[src/rtl/tsc_pkg.sv]
package tsc_pkg;
  localparam int ADDR_W = 3;
  localparam logic [ADDR_W-1:0] ADR_LOAD_LO = 3'd0;
  localparam logic [ADDR_W-1:0] ADR_LOAD_HI = 3'd1;
  localparam logic [ADDR_W-1:0] ADR_CTRL    = 3'd2;
  localparam logic [ADDR_W-1:0] ADR_DCFG    = 3'd3;
  localparam logic [ADDR_W-1:0] ADR_DRST    = 3'd4;
  localparam logic [ADDR_W-1:0] ADR_TIME_LO = 3'd5;
  localparam logic [ADDR_W-1:0] ADR_TIME_HI = 3'd6;
  localparam logic [31:0] CMD_PAUSE  = 32'd2;
  localparam logic [31:0] CMD_RESUME = 32'd4;
endpackage

[src/rtl/tsc_regif.sv]
module tsc_regif
  import tsc_pkg::*;
#(
  parameter int DATA_W = 32,
  parameter int TIME_W = 64,
  parameter int CFG_W  = 32
) (
  input  logic              clk,
  input  logic              rst_n,
  input  logic              wr_en,
  input  logic [ADDR_W-1:0] wr_addr,
  input  logic [DATA_W-1:0] wr_data,
  input  logic              rd_en,
  input  logic [ADDR_W-1:0] rd_addr,
  input  logic [TIME_W-1:0] time_ns,
  input  logic [CFG_W-1:0]  cfg,
  output logic              run,
  output logic              hold,
  output logic              load_lo_we,
  output logic              load_hi_we,
  output logic              cfg_we,
  output logic [DATA_W-1:0] rd_data
);
  localparam int HI_W = TIME_W - DATA_W;

  logic              run_q, run_d;
  logic              hold_q, hold_d;
  logic [HI_W-1:0]   shadow_q, shadow_d;
  logic [DATA_W-1:0] rdata_q, rdata_d;
  logic              shadow_en, rdata_en;

  assign load_lo_we = wr_en && (wr_addr == ADR_LOAD_LO);
  assign load_hi_we = wr_en && (wr_addr == ADR_LOAD_HI);
  assign cfg_we     = wr_en && (wr_addr == ADR_DCFG);

  always_comb begin
    run_d  = run_q;
    hold_d = hold_q;
    if (wr_en && wr_addr == ADR_CTRL) begin
      if (wr_data == DATA_W'(CMD_PAUSE))       run_d = 1'b0;
      else if (wr_data == DATA_W'(CMD_RESUME)) run_d = 1'b1;
    end
    if (wr_en && wr_addr == ADR_DRST) hold_d = wr_data[0];
  end

  assign shadow_en = rd_en && (rd_addr == ADR_TIME_LO);
  assign shadow_d  = time_ns[TIME_W-1:DATA_W];
  assign rdata_en  = rd_en;

  always_comb begin
    case (rd_addr)
      ADR_DCFG:    rdata_d = DATA_W'(cfg);
      ADR_DRST:    rdata_d = DATA_W'(hold_q);
      ADR_TIME_LO: rdata_d = time_ns[DATA_W-1:0];
      ADR_TIME_HI: rdata_d = DATA_W'(shadow_q);
      default:     rdata_d = '0;
    endcase
  end

  always_ff @(posedge clk or negedge rst_n) begin
    if (!rst_n) begin
      run_q    <= 1'b1;
      hold_q   <= 1'b0;
      shadow_q <= '0;
      rdata_q  <= '0;
    end else begin
      run_q  <= run_d;
      hold_q <= hold_d;
      if (shadow_en) shadow_q <= shadow_d;
      if (rdata_en)  rdata_q  <= rdata_d;
    end
  end

  assign run     = run_q;
  assign hold    = hold_q;
  assign rd_data = rdata_q;
endmodule

[src/rtl/tsc_drift.sv]
module tsc_drift #(
  parameter int PER_W = 28,
  parameter int MAG_W = 3,
  parameter int CFG_W = PER_W + MAG_W + 1
) (
  input  logic             clk,
  input  logic             rst_n,
  input  logic             cfg_we,
  input  logic [CFG_W-1:0] cfg_wdata,
  input  logic             hold,
  input  logic             run,
  output logic [CFG_W-1:0] cfg,
  output logic             fire,
  output logic             dir,
  output logic [MAG_W-1:0] mag
);
  localparam int TMR_W = PER_W + 1;

  logic [CFG_W-1:0] cfg_q, cfg_d;
  logic [TMR_W-1:0] tmr_q, tmr_d;
  logic [PER_W-1:0] period, per_eff;
  logic [TMR_W-1:0] limit;
  logic             active;

  assign period  = cfg_q[PER_W-1:0];
  assign mag     = cfg_q[PER_W +: MAG_W];
  assign dir     = cfg_q[CFG_W-1];
  assign per_eff = (period == '0) ? PER_W'(1) : period;
  assign limit   = {per_eff, 1'b0};
  assign active  = (mag != '0) && (period != '1);
  assign fire    = active && run && !hold && (tmr_q == limit);

  always_comb begin
    cfg_d = cfg_q;
    if (cfg_we && hold) cfg_d = cfg_wdata;
  end

  always_comb begin
    tmr_d = tmr_q;
    if (hold)                tmr_d = '0;
    else if (run && active)  tmr_d = fire ? '0 : tmr_q + TMR_W'(1);
  end

  always_ff @(posedge clk or negedge rst_n) begin
    if (!rst_n) begin
      cfg_q <= '0;
      tmr_q <= '0;
    end else begin
      cfg_q <= cfg_d;
      tmr_q <= tmr_d;
    end
  end

  assign cfg = cfg_q;
endmodule

[src/rtl/tsc_counter.sv]
module tsc_counter #(
  parameter int TIME_W = 64,
  parameter int DATA_W = 32,
  parameter int INC    = 8,
  parameter int MAG_W  = 3
) (
  input  logic              clk,
  input  logic              rst_n,
  input  logic              run,
  input  logic              load_lo_we,
  input  logic              load_hi_we,
  input  logic [DATA_W-1:0] load_data,
  input  logic              adj_fire,
  input  logic              adj_dir,
  input  logic [MAG_W-1:0]  adj_mag,
  output logic [TIME_W-1:0] time_ns
);
  localparam int HI_W = TIME_W - DATA_W;

  logic [TIME_W-1:0] cnt_q, cnt_d, step;

  always_comb begin
    step = TIME_W'(INC);
    if (adj_fire) begin
      if (adj_dir) step = TIME_W'(INC) + TIME_W'(adj_mag);
      else         step = TIME_W'(INC) - TIME_W'(adj_mag);
    end
  end

  always_comb begin
    cnt_d = cnt_q;
    if (run) begin
      cnt_d = cnt_q + step;
    end else begin
      if (load_lo_we) cnt_d[DATA_W-1:0] = load_data;
      if (load_hi_we) cnt_d[TIME_W-1:DATA_W] = load_data[HI_W-1:0];
    end
  end

  always_ff @(posedge clk or negedge rst_n) begin
    if (!rst_n) cnt_q <= '0;
    else        cnt_q <= cnt_d;
  end

  assign time_ns = cnt_q;
endmodule

[src/rtl/tsc_drift_clock.sv]
module tsc_drift_clock
  import tsc_pkg::*;
#(
  parameter int DATA_W = 32,
  parameter int TIME_W = 64,
  parameter int INC    = 8,
  parameter int PER_W  = 28,
  parameter int MAG_W  = 3
) (
  input  logic              clk,
  input  logic              rst_n,
  input  logic              wr_en,
  input  logic [2:0]        wr_addr,
  input  logic [31:0]       wr_data,
  input  logic              rd_en,
  input  logic [2:0]        rd_addr,
  output logic [31:0]       rd_data,
  output logic [63:0]       time_ns
);
  localparam int CFG_W = PER_W + MAG_W + 1;

  logic [1:0]       sync_q;
  logic             srst_n;
  logic             run, drift_hold, load_lo_we, load_hi_we, cfg_we;
  logic             fire, dir;
  logic [MAG_W-1:0] mag;
  logic [CFG_W-1:0] drift_cfg;

  always_ff @(posedge clk or negedge rst_n) begin
    if (!rst_n) sync_q <= 2'b00;
    else        sync_q <= {sync_q[0], 1'b1};
  end
  assign srst_n = sync_q[1];

  tsc_regif #(.DATA_W(DATA_W), .TIME_W(TIME_W), .CFG_W(CFG_W)) u_regif (
    .clk(clk), .rst_n(srst_n), .wr_en(wr_en), .wr_addr(wr_addr),
    .wr_data(wr_data), .rd_en(rd_en), .rd_addr(rd_addr), .time_ns(time_ns),
    .cfg(drift_cfg), .run(run), .hold(drift_hold), .load_lo_we(load_lo_we),
    .load_hi_we(load_hi_we), .cfg_we(cfg_we), .rd_data(rd_data)
  );

  tsc_drift #(.PER_W(PER_W), .MAG_W(MAG_W), .CFG_W(CFG_W)) u_drift (
    .clk(clk), .rst_n(srst_n), .cfg_we(cfg_we), .cfg_wdata(wr_data[CFG_W-1:0]),
    .hold(drift_hold), .run(run), .cfg(drift_cfg), .fire(fire), .dir(dir),
    .mag(mag)
  );

  tsc_counter #(.TIME_W(TIME_W), .DATA_W(DATA_W), .INC(INC), .MAG_W(MAG_W)) u_cnt (
    .clk(clk), .rst_n(srst_n), .run(run), .load_lo_we(load_lo_we),
    .load_hi_we(load_hi_we), .load_data(wr_data), .adj_fire(fire),
    .adj_dir(dir), .adj_mag(mag), .time_ns(time_ns)
  );
endmodule

[config.mk]
export PLATFORM = sky130hd
export DESIGN_NAME = tsc_drift_clock
export DESIGN_NICKNAME = d
export VERILOG_FILES = /design/src/rtl/tsc_pkg.sv /design/src/rtl/tsc_regif.sv /design/src/rtl/tsc_drift.sv /design/src/rtl/tsc_counter.sv /design/src/rtl/tsc_drift_clock.sv
export SDC_FILE = /design/constraint.sdc
export NUM_CORES = 1
export LEC_CHECK = 0
export ABC_CLOCK_PERIOD_IN_PS = 9720
export BUFFER_PORTS_ARGS = -buffer_cell sky130_fd_sc_hd__buf_2
export CAP_MARGIN = 10
export CORE_AREA = 4 4 182 184
export CTS_BUF_LIST = sky130_fd_sc_hd__clkbuf_8 sky130_fd_sc_hd__clkbuf_16
export DETAILED_ROUTE_END_ITERATION = 8
export DIE_AREA = 0 0 186 188
export PLACE_DENSITY = 0.5
export SYNTH_ARGS = -nofsm -noshare
export SYNTH_HDL_FRONTEND = slang
export SYNTH_HIERARCHICAL = 1
export SYNTH_SLANG_ARGS = --single-unit
export TNS_END_PERCENT = 1
[constraint.sdc]
create_clock -name clk -period 9.72 [get_ports clk]
set_clock_uncertainty 0.05 [all_clocks]
set_input_delay 0.486 -clock clk [delete_from_list [all_inputs] [get_ports clk]]
set_output_delay 0.486 -clock clk [all_outputs]
set_load 0.01 [all_outputs]
==> results_dict.tcl, run 1 <==
set metrics [dict create \
    clk_latency_ns 0.45 \
    antenna_left 0 \
    crit_start "u_drift/tmr_q[7]$_DFFE_PN0P_" \
    power_w 0.00251 \
    cts.sinks 193 \
    cts_resized 0 \
    synth.most_common_cell "dfrtp_1" \
    end_kind "flop" \
    r2r_start "u_drift/tmr_q[7]$_DFFE_PN0P_" \
    grt_pass1_vias 9528 \
    instances_no_fill 1637 \
    dp_slack_ns 4.47 \
    final_hold_viol_count 0 \
    io_pins 138 \
    multi_input_area_um2 5700 \
    synthDistinctLibCells 82 \
    setup_viol 0 \
    yosysWarnings 6 \
    n_antenna_cell 0 \
    grtUsageTotal_pct 23.9 \
    core_area_um2 31400 \
    area_growth_pct 14.1 \
    synthTopCellsByCount "dfrtp_1, nor2_1, nand2_1" \
    place_congestion 0.911 \
    leakage_nw 5.21 \
    synth_area_um2 11000 \
    viasPerCell 6.08 \
    worstPathArrival_ns 5.72 \
    nets 1271 \
    syn-instance-count 1122 \
    synth-adder-area-share_pct 0.868 \
    fmax_ghz 0.186 \
    synth_edf_count 0 \
    final.min_clock_period_ns 5.38 \
    clockBufferDepth 2 \
    synth_nets 1171 \
    avgSynthCellArea_um2 9.77 \
    finalSetupTns_ns 0 \
    setup_slack_ns 4.34 \
    die_x_um 186 \
    synthXorXnorAreaFrac_pct 2.72 \
    post_synth_and_or_nand_nor_area_fraction_pct 21.8 \
    drt-total-wl_um 42100 \
    dieArea_um2 35000 \
    reg2reg_slack_ns 4.34 \
    place_area_um2 11900 \
    synth.area.mux_share_pct 7.97 \
    status "finished clean" \
    grt_pass1_wl_um 62900 \
    post_cts_buffers 0 \
    grt_setup_unrepaired "no" \
    post-place-cells 1604 \
    crit_end "u_cnt/time_ns[53]$_DFFE_PN0P_" \
    wl_per_cell_um 25.7 \
    dr.pass1.iters 5 \
    antenna_found_initial 0 \
    ff2ff_path_depth 14 \
    synthTopCellsByArea "dfrtp_1, mux2_2, nor2_1" \
    ir_drop_uv 121 \
    synth_top_area_share_pct 43.9 \
    clock-root-buffer "clkbuf_16" \
    p_per_area_nw_per_um2 201 \
    synth_top_area_cell "dfrtp_1" \
    hold_class "primary input to flop" \
    rows 65 \
    slew_viol_final 0 \
    start_util_pct 34.9 \
    port_buffers 137 \
    grt_max_degree 67 \
    clk_pin_slew_ns 0.07 \
    slowest_delay_ns 0.91 \
    final.period_utilization_pct 55.4 \
    htree_levels 4 \
    fillers 3174 \
    seq_area_um2 4830 \
    crit_slowest_cell "o21bai_1" \
    r2r_end "u_cnt/time_ns[53]$_DFFE_PN0P_" \
    synth-compound-area-share_pct 18.6 \
    drc 0 \
    drv_cap 0 \
    drt_iter0_drc 1124 \
    cp_max_fo 13 \
    die_y_um 188 \
    cts_tree "yes" \
    postCtsHoldBufs 1 \
    design_area_um2 12500 \
    place_hpwl_um 30500 \
    cp.required_ns 10.05 \
    critPathKind "flop to flop" \
    synth_top_family_by_area "simple AND/OR/NAND/NOR gates" \
    num_vias 9954 \
    ys.flop_type "dfrtp_1" \
    path_common_cell "nand2_1" \
    critPathLaunchType "flop" \
    grt.overflow.total 0 \
    slew_headroom_pct 19.2 \
    crit_path_cell_trace "xor2_1 > nor4_1 > nand4_1 > a2111oi_4 > nand2_1 > nor2_1 > o311ai_0 > ha_1 > o21ai_0 > o21bai_1 > nand4_2 > or4_1 > nand2_1 > a221o_1" \
    cts_buffers 17 \
    seq_area_frac_synth_pct 44.1 \
    tightestPinTransition_ns 1.21 \
    async_flop_share_pct 100 \
    drive_above_1_share_pct 23.7 \
    synth_seq_cells 193 \
]
==> state kept, by name (all words and copies together) (netlist names) <==
name,cells
sync_q,2
u_cnt/time_ns,64
u_drift/cfg,32
u_drift/tmr_q,29
u_regif/hold,1
u_regif/rd_data,32
u_regif/run,1
u_regif/shadow_q,32
==> critical path: cells and delay by family, from the launching register on <==
kind                       cells  cell delay [ns]
AOI/OAI and AO/OA              5             1.73
DFF                            1             0.48
xor gates and xnor gates       1             0.20
and+or+nand+nor                7             2.47
adders and majority gates      1             0.38
==> cells in the final DEF (no fill, tap or decap), types with 5 or more instances in the layout <==
cell       instances
dfrtp_1          191
buf_2            137
nor2_1           116
nand2_1           78
a21oi_1           75
nand3_1           66
mux2_2            66
a22oi_1           35
a22o_1            35
nand4_1           33
nor4_1            30
xor2_1            28
inv_1             24
nor3_1            24
o21ai_0           23
a211oi_1          20
clkbuf_16         17
buf_4             15
mux2i_1           13
nor2b_1           12
and3_1            12
o311ai_1          10
and4_1             9
a311oi_1           9
o21a_1             8
o22ai_1            7
o211ai_1           7
a31oi_1            7
a221o_1            6
xnor2_1            6
ha_1               6
and2_1             5
or2_2              5
a21o_1             5
==> final cells by class <==
type | instances | area share (%)
repair buffers | 153 | 6.47
inverters | 19 | 0.571
multi-input cells | 838 | 45.6
flip-flops and latches | 193 | 38.7
clock buffers | 19 | 3.62
clock inverters | 13 | 0.981
well taps | 402 | 4.02
==> per-layer routing <==
| metal | vias up | track usage, % | routed length (µm) |
|---|---|---|---|
| met4 | 0 | 6.75 | 1040 |
| met2 | 447 | 37.4 | 19800 |
| met1 | 5016 | 33.8 | 18300 |
| met3 | 48 | 4.68 | 2910 |
| li1 | 4443 | - | - |
| met5 | - | 0 | 0 |
==> report_power, final <==
part           total, W  switching [W]  internal [W]
Clock          0.000717       0.000328      0.000389
Combinational  0.000563       0.000309      0.000253
Sequential      0.00123       0.000266      0.000963
Total           0.00251       0.000904       0.00160
==> cells by family (layout without fill, tap and decap cells) <==
logic type,count (synthesis),in the layout
compound gates,282,282
xor+xnor,34,34
fa+ha+maj,7,7
buf+inv,91,204
flops,193,193
mux,79,79
other cells,1,1
simple gates,435,435
==> how the worst min path moves through the flow <==
stage	start	endpoint	slack (ns)	depth (start not counted)
2_1_floorplan	rst_n	sync_q[0]$_DFF_PN0_	0.14	0
3_3_place_gp	rst_n	sync_q[0]$_DFF_PN0_	0.22	1
3_5_place_dp	rst_n	sync_q[0]$_DFF_PN0_	0.22	1
4_1_cts	wr_data[1]	u_regif/run$_DFFE_PN1P_	0.25	2
5_1_grt	wr_data[1]	u_regif/run$_DFFE_PN1P_	0.26	2
6_report	wr_data[1]	u_regif/run$_DFFE_PN1P_	0.26	2
==> per-stage QoR <==
| stage | utilization, % | hold WS (ns) |
|---|---|---|
| 2_1_floorplan | - | 0.140 |
| 6_report | 39.8 | 0.261 |
| 5_1_grt | 39.8 | 0.257 |
| 4_1_cts | 39.8 | 0.251 |
| 3_3_place_gp | 37.9 | 0.224 |
| 3_5_place_dp | 37.9 | 0.224 |
No activity file was read; power rests on OpenSTA's default activity.
==> inputs of run 2 (changes only) <==
--- a/config.mk
+++ b/config.mk
@@ -5,7 +5,7 @@
 export SDC_FILE = /design/constraint.sdc
 export NUM_CORES = 1
 export LEC_CHECK = 0
-export ABC_CLOCK_PERIOD_IN_PS = 9720
+export ABC_CLOCK_PERIOD_IN_PS = 5000
 export BUFFER_PORTS_ARGS = -buffer_cell sky130_fd_sc_hd__buf_2
 export CAP_MARGIN = 10
 export CORE_AREA = 4 4 182 184
==> constraint.sdc (replaced) <==
create_clock -name clk -period 5 [get_ports clk]
set_clock_uncertainty 0.05 [all_clocks]
set_input_delay 0.25 -clock clk [delete_from_list [all_inputs] [get_ports clk]]
set_output_delay 0.25 -clock clk [all_outputs]
set_load 0.01 [all_outputs]
==> run 2 against run 1 <==
Sequential share of layout area shrank 0.26 points. Count of clock-buffer cells in the layout is 1 lower. Worst hold slack got worse by 0.21 ns. Register-to-register slack worse by 3.9 ns. Cell area grew 0.67%. Cell count rose by 0.12%. Largest cell class unchanged.
==> results_dict.tcl, run 2 (synthesized netlist as in run 1, its figures left out) <==
set metrics [dict create \
    grt_pass1_vias 9500 \
    clk_pin_slew_ns 0.07 \
    worstPathArrival_ns 4.85 \
    clk_latency_ns 0.45 \
    layout_commonest_cell "dfrtp_1" \
    end_kind "flop" \
    clockBufferDepth 2 \
    p_clk_share_pct 30.1 \
    final.period_utilization_pct 91.5 \
    instances_no_fill 1639 \
    switching_share_pct 35.5 \
    largest_register_ffs 64 \
    fmax_ghz 0.219 \
    finalSetupTns_ns 0 \
    cp.required_ns 5.28 \
    layout_common_cells "dfrtp_1, buf_2, nor2_1, nand2_1, a21oi_1" \
    drt_iter0_drc 925 \
    grtUsageTotal_pct 23.5 \
    start_util_pct 34.9 \
    rows 65 \
    worstHoldPathCells 2 \
    io_pins 138 \
    grt_max_degree 132 \
    post-place-cells 1606 \
    core_area_um2 31400 \
    antenna_left 0 \
    tightestPinTransition_ns 1.08 \
    p_per_area_nw_per_um2 397 \
    viasPerCell 6.02 \
    critPathKind "flop to flop" \
    ff2ff_path_depth 15 \
    slew_viol_final 0 \
    drt-total-wl_um 41500 \
    critPathLaunchType "flop" \
    num_vias 9862 \
    nets 1273 \
    grt_pass1_wl_um 62200 \
    port_buffers 137 \
    final.min_clock_period_ns 4.57 \
    die_x_um 186 \
    status "finished clean" \
    p_sw_w 0.00177 \
    drv_cap 0 \
    internal_power_w 0.00322 \
    place_hpwl_um 29900 \
    cts_resized 0 \
    dieArea_um2 35000 \
    cp_max_fo 10 \
    post_cts_buffers 0 \
    antenna_found_initial 0 \
    htree_levels 4 \
    cts_buffers 17 \
    slew_headroom_pct 27.8 \
    seq_power_share_pct 48.2 \
    grt.overflow.total 0 \
    area_growth_pct 14.8 \
    leakage_nw 5.26 \
    cts.sinks 193 \
    dr.pass1.iters 7 \
    combinationalPowerShare_pct 21.8 \
    drive_above_1_share_pct 24.0 \
    drc 0 \
    clock-root-buffer "clkbuf_16" \
    ir_drop_uv 244 \
    cts_tree "yes" \
    hold_class "primary input to flop" \
    wl_per_cell_um 25.3 \
    place_congestion 0.911 \
    grt_setup_unrepaired "no" \
    setup_viol 0 \
    die_y_um 188 \
    final_hold_viol_count 0 \
]
-- run 2: changes by cell type in the layout (fill, tap and decap cells not counted), sizes merged --
cell,before,now
clkinv,1,3
diode,0,1
clkbuf,19,18
buf,152,154
clkinvlp,4,0
bufinv,2,4
-- run 2: critical path: stages (launching register included) --
cell	delay, ns
dfrtp_1	0.46
xor2_1	0.19
nor4_1	0.47
nand4_1	0.25
a2111oi_4	0.41
nand2_1	0.13
nor2_1	0.25
and2_1	0.17
ha_1	0.20
fa_1	0.23
nand3_1	0.10
nand2_1	0.39
nand4_2	0.41
o311ai_1	0.35
o41ai_1	0.11
a221o_1	0.27
-- run 2: area by class of cell --
type	count	area, µm²
timing repair buffer	155	836
sequential	193	4830
fill	3149	18800
tap	402	503
clock buffer	18	439
clock inverter	13	185
antenna	1	2.50
multi-input combinational	838	5710
inverter	19	71.3
-- run 2: metal layers --
layer  vias to the layer above  global-route usage (%)  wire length [µm]
li1                       4454                       -                 -
met5                         -                       0                 0
met2                       369                    37.2             19600
met4                         0                    6.45               888
met1                      4985                    33.0             18500
met3                        54                    4.40              2420
-- run 2: worst paths after layout --
| path | to | slack [ns] | start |
|---|---|---|---|
| setup / recovery | u_cnt/time_ns[48]$_DFFE_PN0P_ | 0.43 | u_drift/tmr_q[24]$_DFFE_PN0P_ |
| hold / removal | u_regif/run$_DFFE_PN1P_ | 0.05 | wr_data[1] |
| setup reg to reg | u_cnt/time_ns[48]$_DFFE_PN0P_ | 0.43 | u_drift/tmr_q[24]$_DFFE_PN0P_ |
| hold reg to reg | sync_q[1]$_DFF_PN0_ | 0.32 | sync_q[0]$_DFF_PN0_ |
| max in group asynchronous | u_regif/rd_data[19]$_DFFE_PN0P_ | 3.26 | sync_q[1]$_DFF_PN0_ |
| min in group asynchronous | sync_q[1]$_DFF_PN0_ | 0.06 | rst_n |
-- run 2: through the flow --
stage | total power [W] | util (%) | setup WS [ns] | instance area [µm²] | hold WS, ns
finish | 0.00499 | 40.1 | 0.425 | 12600 | 0.0530
global placement | 0.00350 | 38.0 | 0.594 | 11900 | -0.0146
detailed placement | 0.00351 | 38.0 | 0.565 | 11900 | -0.0130
floorplan | 0.00294 | - | 1.24 | 11000 | -0.0956
CTS | 0.00502 | 40.1 | 0.519 | 12600 | 0.0210
global route | 0.00523 | 40.1 | 0.139 | 12600 | 0.0326
-- run 2: power by group through the flow --
stage               Clock (W)  Combinational, W  Sequential [W]
floorplan                   0          0.000669         0.00227
global placement            0           0.00108         0.00242
detailed placement          0           0.00108         0.00243
CTS                   0.00153           0.00109         0.00240
global route          0.00160           0.00118         0.00245
finish                0.00150           0.00109         0.00240
-- run 2: timing repair --
action,CTS,global route
endpoints found under the setup margin,0,0
hold endpoints to repair,2,0
hold buffers,1,0
==> inputs of run 3 (changes only) <==
--- a/config.mk
+++ b/config.mk
@@ -5,13 +5,14 @@
 export SDC_FILE = /design/constraint.sdc
 export NUM_CORES = 1
 export LEC_CHECK = 0
+export ABC_AREA = 1
 export ABC_CLOCK_PERIOD_IN_PS = 5000
 export BUFFER_PORTS_ARGS = -buffer_cell sky130_fd_sc_hd__buf_2
 export CAP_MARGIN = 10
-export CORE_AREA = 4 4 182 184
+export CORE_AREA = 4 4 196 198
 export CTS_BUF_LIST = sky130_fd_sc_hd__clkbuf_8 sky130_fd_sc_hd__clkbuf_16
 export DETAILED_ROUTE_END_ITERATION = 8
-export DIE_AREA = 0 0 186 188
+export DIE_AREA = 0 0 200 202
 export PLACE_DENSITY = 0.5
 export SYNTH_ARGS = -nofsm -noshare
 export SYNTH_HDL_FRONTEND = slang
==> run 3 against run 2 <==
Die area is 16% higher. Count of clock-buffer cells in the layout unchanged. Maximum frequency rose by 17%. Highest routed layer is now met5. Setup slack improved by 0.66 ns. Total power is 17% lower. Largest power group unchanged. Flip-flop and latch count unchanged. Cell count increased by 48%. Critical path depth rose by 9. Non-clock buffer count decreased by 1. Sequential power fell by 19%. Clock power barely moved. Via count is 31% higher.
==> results_dict.tcl, run 3 <==
set metrics [dict create \
    met2WireLength_um 25000 \
    synth_top_area_share_pct 37.9 \
    grt_setup_unrepaired "no" \
    cp_max_fo 6 \
    synth_seq_cells 193 \
    grtUsageTotal_pct 25.7 \
    ys.flop_type "dfrtp_1" \
    grt_pass1_wl_um 78800 \
    p_clk_share_pct 35.9 \
    clock-root-buffer "clkbuf_16" \
    crit_path_cell_trace "inv_1 > nand2_1 > nor2_1 > nand2_1 > nor2_1 > nand2_1 > nand3_1 > nand4_1 > nor3_1 > nand2_1 > nor2_1 > o21ai_0 > a21oi_1 > fa_1 > nand2_1 > nand3_1 > nand3_1 > nor2_4 > nand2_4 > nor2_1 > nand2_1 > nand2_1 > nand2_1 > a21oi_2" \
    critPathKind "flop to flop" \
    io_pins 138 \
    synth_top_area_cell "dfrtp_1" \
    rows 70 \
    num_vias 12900 \
    clk_pin_slew_ns 0.08 \
    drive_above_1_share_pct 14.2 \
    status "finished clean" \
    largest_register_ffs 64 \
    internal_power_w 0.00268 \
    syn-instance-count 1839 \
    place_congestion 0.951 \
    place_hpwl_um 39000 \
    combinationalPowerShare_pct 17.0 \
    grt.overflow.total 0 \
    layout_commonest_cell "nand2_1" \
    die_x_um 200 \
    p_per_area_nw_per_um2 287 \
    async_flop_share_pct 100 \
    switching_share_pct 35.2 \
    ir_drop_uv 217 \
    critPathLaunchType "flop" \
    area_growth_pct 13.7 \
    wl_met3_um 2970 \
    dr.pass1.iters 5 \
    die_y_um 202 \
    seq_power_share_pct 47.1 \
    fillers 3881 \
    yosysWarnings 6 \
    tightestPinTransition_ns 1.20 \
    end_kind "flop" \
    cts_tree "yes" \
    hold_class "primary input to async pin" \
    cts_buffers 17 \
    worstPathArrival_ns 4.26 \
    setup_viol 0 \
    synth_nets 1888 \
    clk_latency_ns 0.46 \
    instances_no_fill 2426 \
    fmax_ghz 0.255 \
    final.min_clock_period_ns 3.92 \
    path_common_cell "nand2_1" \
    finalSetupTns_ns 0 \
    synth_area_um2 12700 \
    seq_area_frac_synth_pct 38.1 \
    drv_cap 0 \
    dieArea_um2 40400 \
    route.layer.met1.wl_um 22500 \
    synthTopCellsByArea "dfrtp_1, nand2_1, nor2_1" \
    viasPerCell 5.33 \
    slew_headroom_pct 19.9 \
    final.period_utilization_pct 78.3 \
    leakage_nw 6.90 \
    post_cts_buffers 0 \
    synthTopCellsByCount "nand2_1, nor2_1, dfrtp_1" \
    antenna_left 0 \
    cp.required_ns 5.34 \
    slew_viol_final 0 \
    final_hold_viol_count 0 \
    antenna_found_initial 2 \
    synth_edf_count 0 \
    grt_max_degree 106 \
    nets 1993 \
    drt_iter0_drc 1191 \
    synthDistinctLibCells 53 \
    synth.most_common_cell "nand2_1" \
    cts.sinks 193 \
    top_layer "met5" \
    core_area_um2 36500 \
    drc 0 \
    port_buffers 137 \
    drt-total-wl_um 52100 \
    start_util_pct 34.7 \
    slowest_delay_ns 0.45 \
    htree_levels 4 \
    layout_common_cells "nand2_1, nor2_1, dfrtp_1, inv_1, buf_2" \
    crit_slowest_cell "dfrtp_1" \
    post-place-cells 2392 \
    p_sw_w 0.00145 \
    grt_pass1_vias 12500 \
    clockBufferDepth 2 \
    avgSynthCellArea_um2 6.89 \
    wl_per_cell_um 21.5 \
]
run 3: repair_timing:
action,in CTS,in global routing
gates resized for setup,0,0
hold endpoints to repair,2,0
hold buffers,1,0
run 3: worst paths after layout:
kind | slack (ns) | start | end | cells after the start
worst max-delay path | 1.08 | u_drift/cfg[23]$_DFFE_PN0P_ | u_cnt/time_ns[62]$_DFFE_PN0P_ | 24
worst min-delay path | 0.04 | rst_n | sync_q[1]$_DFF_PN0_ | 2
worst max register to register | 1.08 | u_drift/cfg[23]$_DFFE_PN0P_ | u_cnt/time_ns[62]$_DFFE_PN0P_ | 24
worst min register to register | 0.31 | sync_q[0]$_DFF_PN0_ | sync_q[1]$_DFF_PN0_ | 0
max in group asynchronous | 3.50 | sync_q[1]$_DFF_PN0_ | u_cnt/time_ns[63]$_DFFE_PN0P_ | 1
min in group clk | 0.05 | wr_data[1] | u_drift/cfg[1]$_DFFE_PN0P_ | 3
run 3: worst max-delay path, delay by kind of cell (launching register included):
kind / cells / cell delay (ns)
and+or+nand+nor: 19 / 2.39
AOI/OAI and AO/OA: 3 / 0.54
DFF: 1 / 0.45
adders and majority gates: 1 / 0.29
buffers and inverters: 1 / 0.13
run 3: cell type report:
cell class | count | area [µm²] | area share, %
diodes | 1 | 2.50 | 0.0174
flip-flops and latches | 193 | 4830 | 33.5
clock inverters | 14 | 166 | 1.15
inverters | 182 | 683 | 4.74
clock buffers | 18 | 439 | 3.05
repair buffers | 154 | 828 | 5.75
well taps | 468 | 586 | 4.06
multi-input cells | 1396 | 6880 | 47.7
run 3: metrics by stage:
stage	util, %	hold WS, ns	total power (W)	instance area, µm²	setup WS, ns
after CTS	39.5	0.0153	0.00416	14400	1.06
final	39.5	0.0439	0.00413	14400	1.08
after global routing	39.5	0.0300	0.00432	14400	0.715
after detailed placement	37.8	-0.0146	0.00268	13800	1.11
after global placement	37.8	-0.0141	0.00267	13800	1.17
after floorplan	-	-0.0956	0.00235	12700	1.77
run 3: power by group through the flow:
stage	Sequential [W]	Clock [W]	Combinational, W
3_3_place_gp	0.00197	0	0.000698
6_report	0.00195	0.00149	0.000702
5_1_grt	0.00197	0.00157	0.000778
4_1_cts	0.00195	0.00151	0.000703
3_5_place_dp	0.00198	0	0.000701
2_1_floorplan	0.00191	0	0.000444
run 3: metal layers:
metal  vias to the layer above  GRT usage [%]
met2                       461           42.7
met4                         2           8.18
li1                       6103              -
met5                         -              0
met1                      6271           34.5
met3                        85           3.45
run 3: cells by family after synthesis:
logic type,share of synthesized area (%)
compound gates,7.27
flops,38.1
simple gates,39.2
other cells,0.0296
xor+xnor,2.90
mux,4.00
fa+ha+maj,0.750
buf+inv,7.76
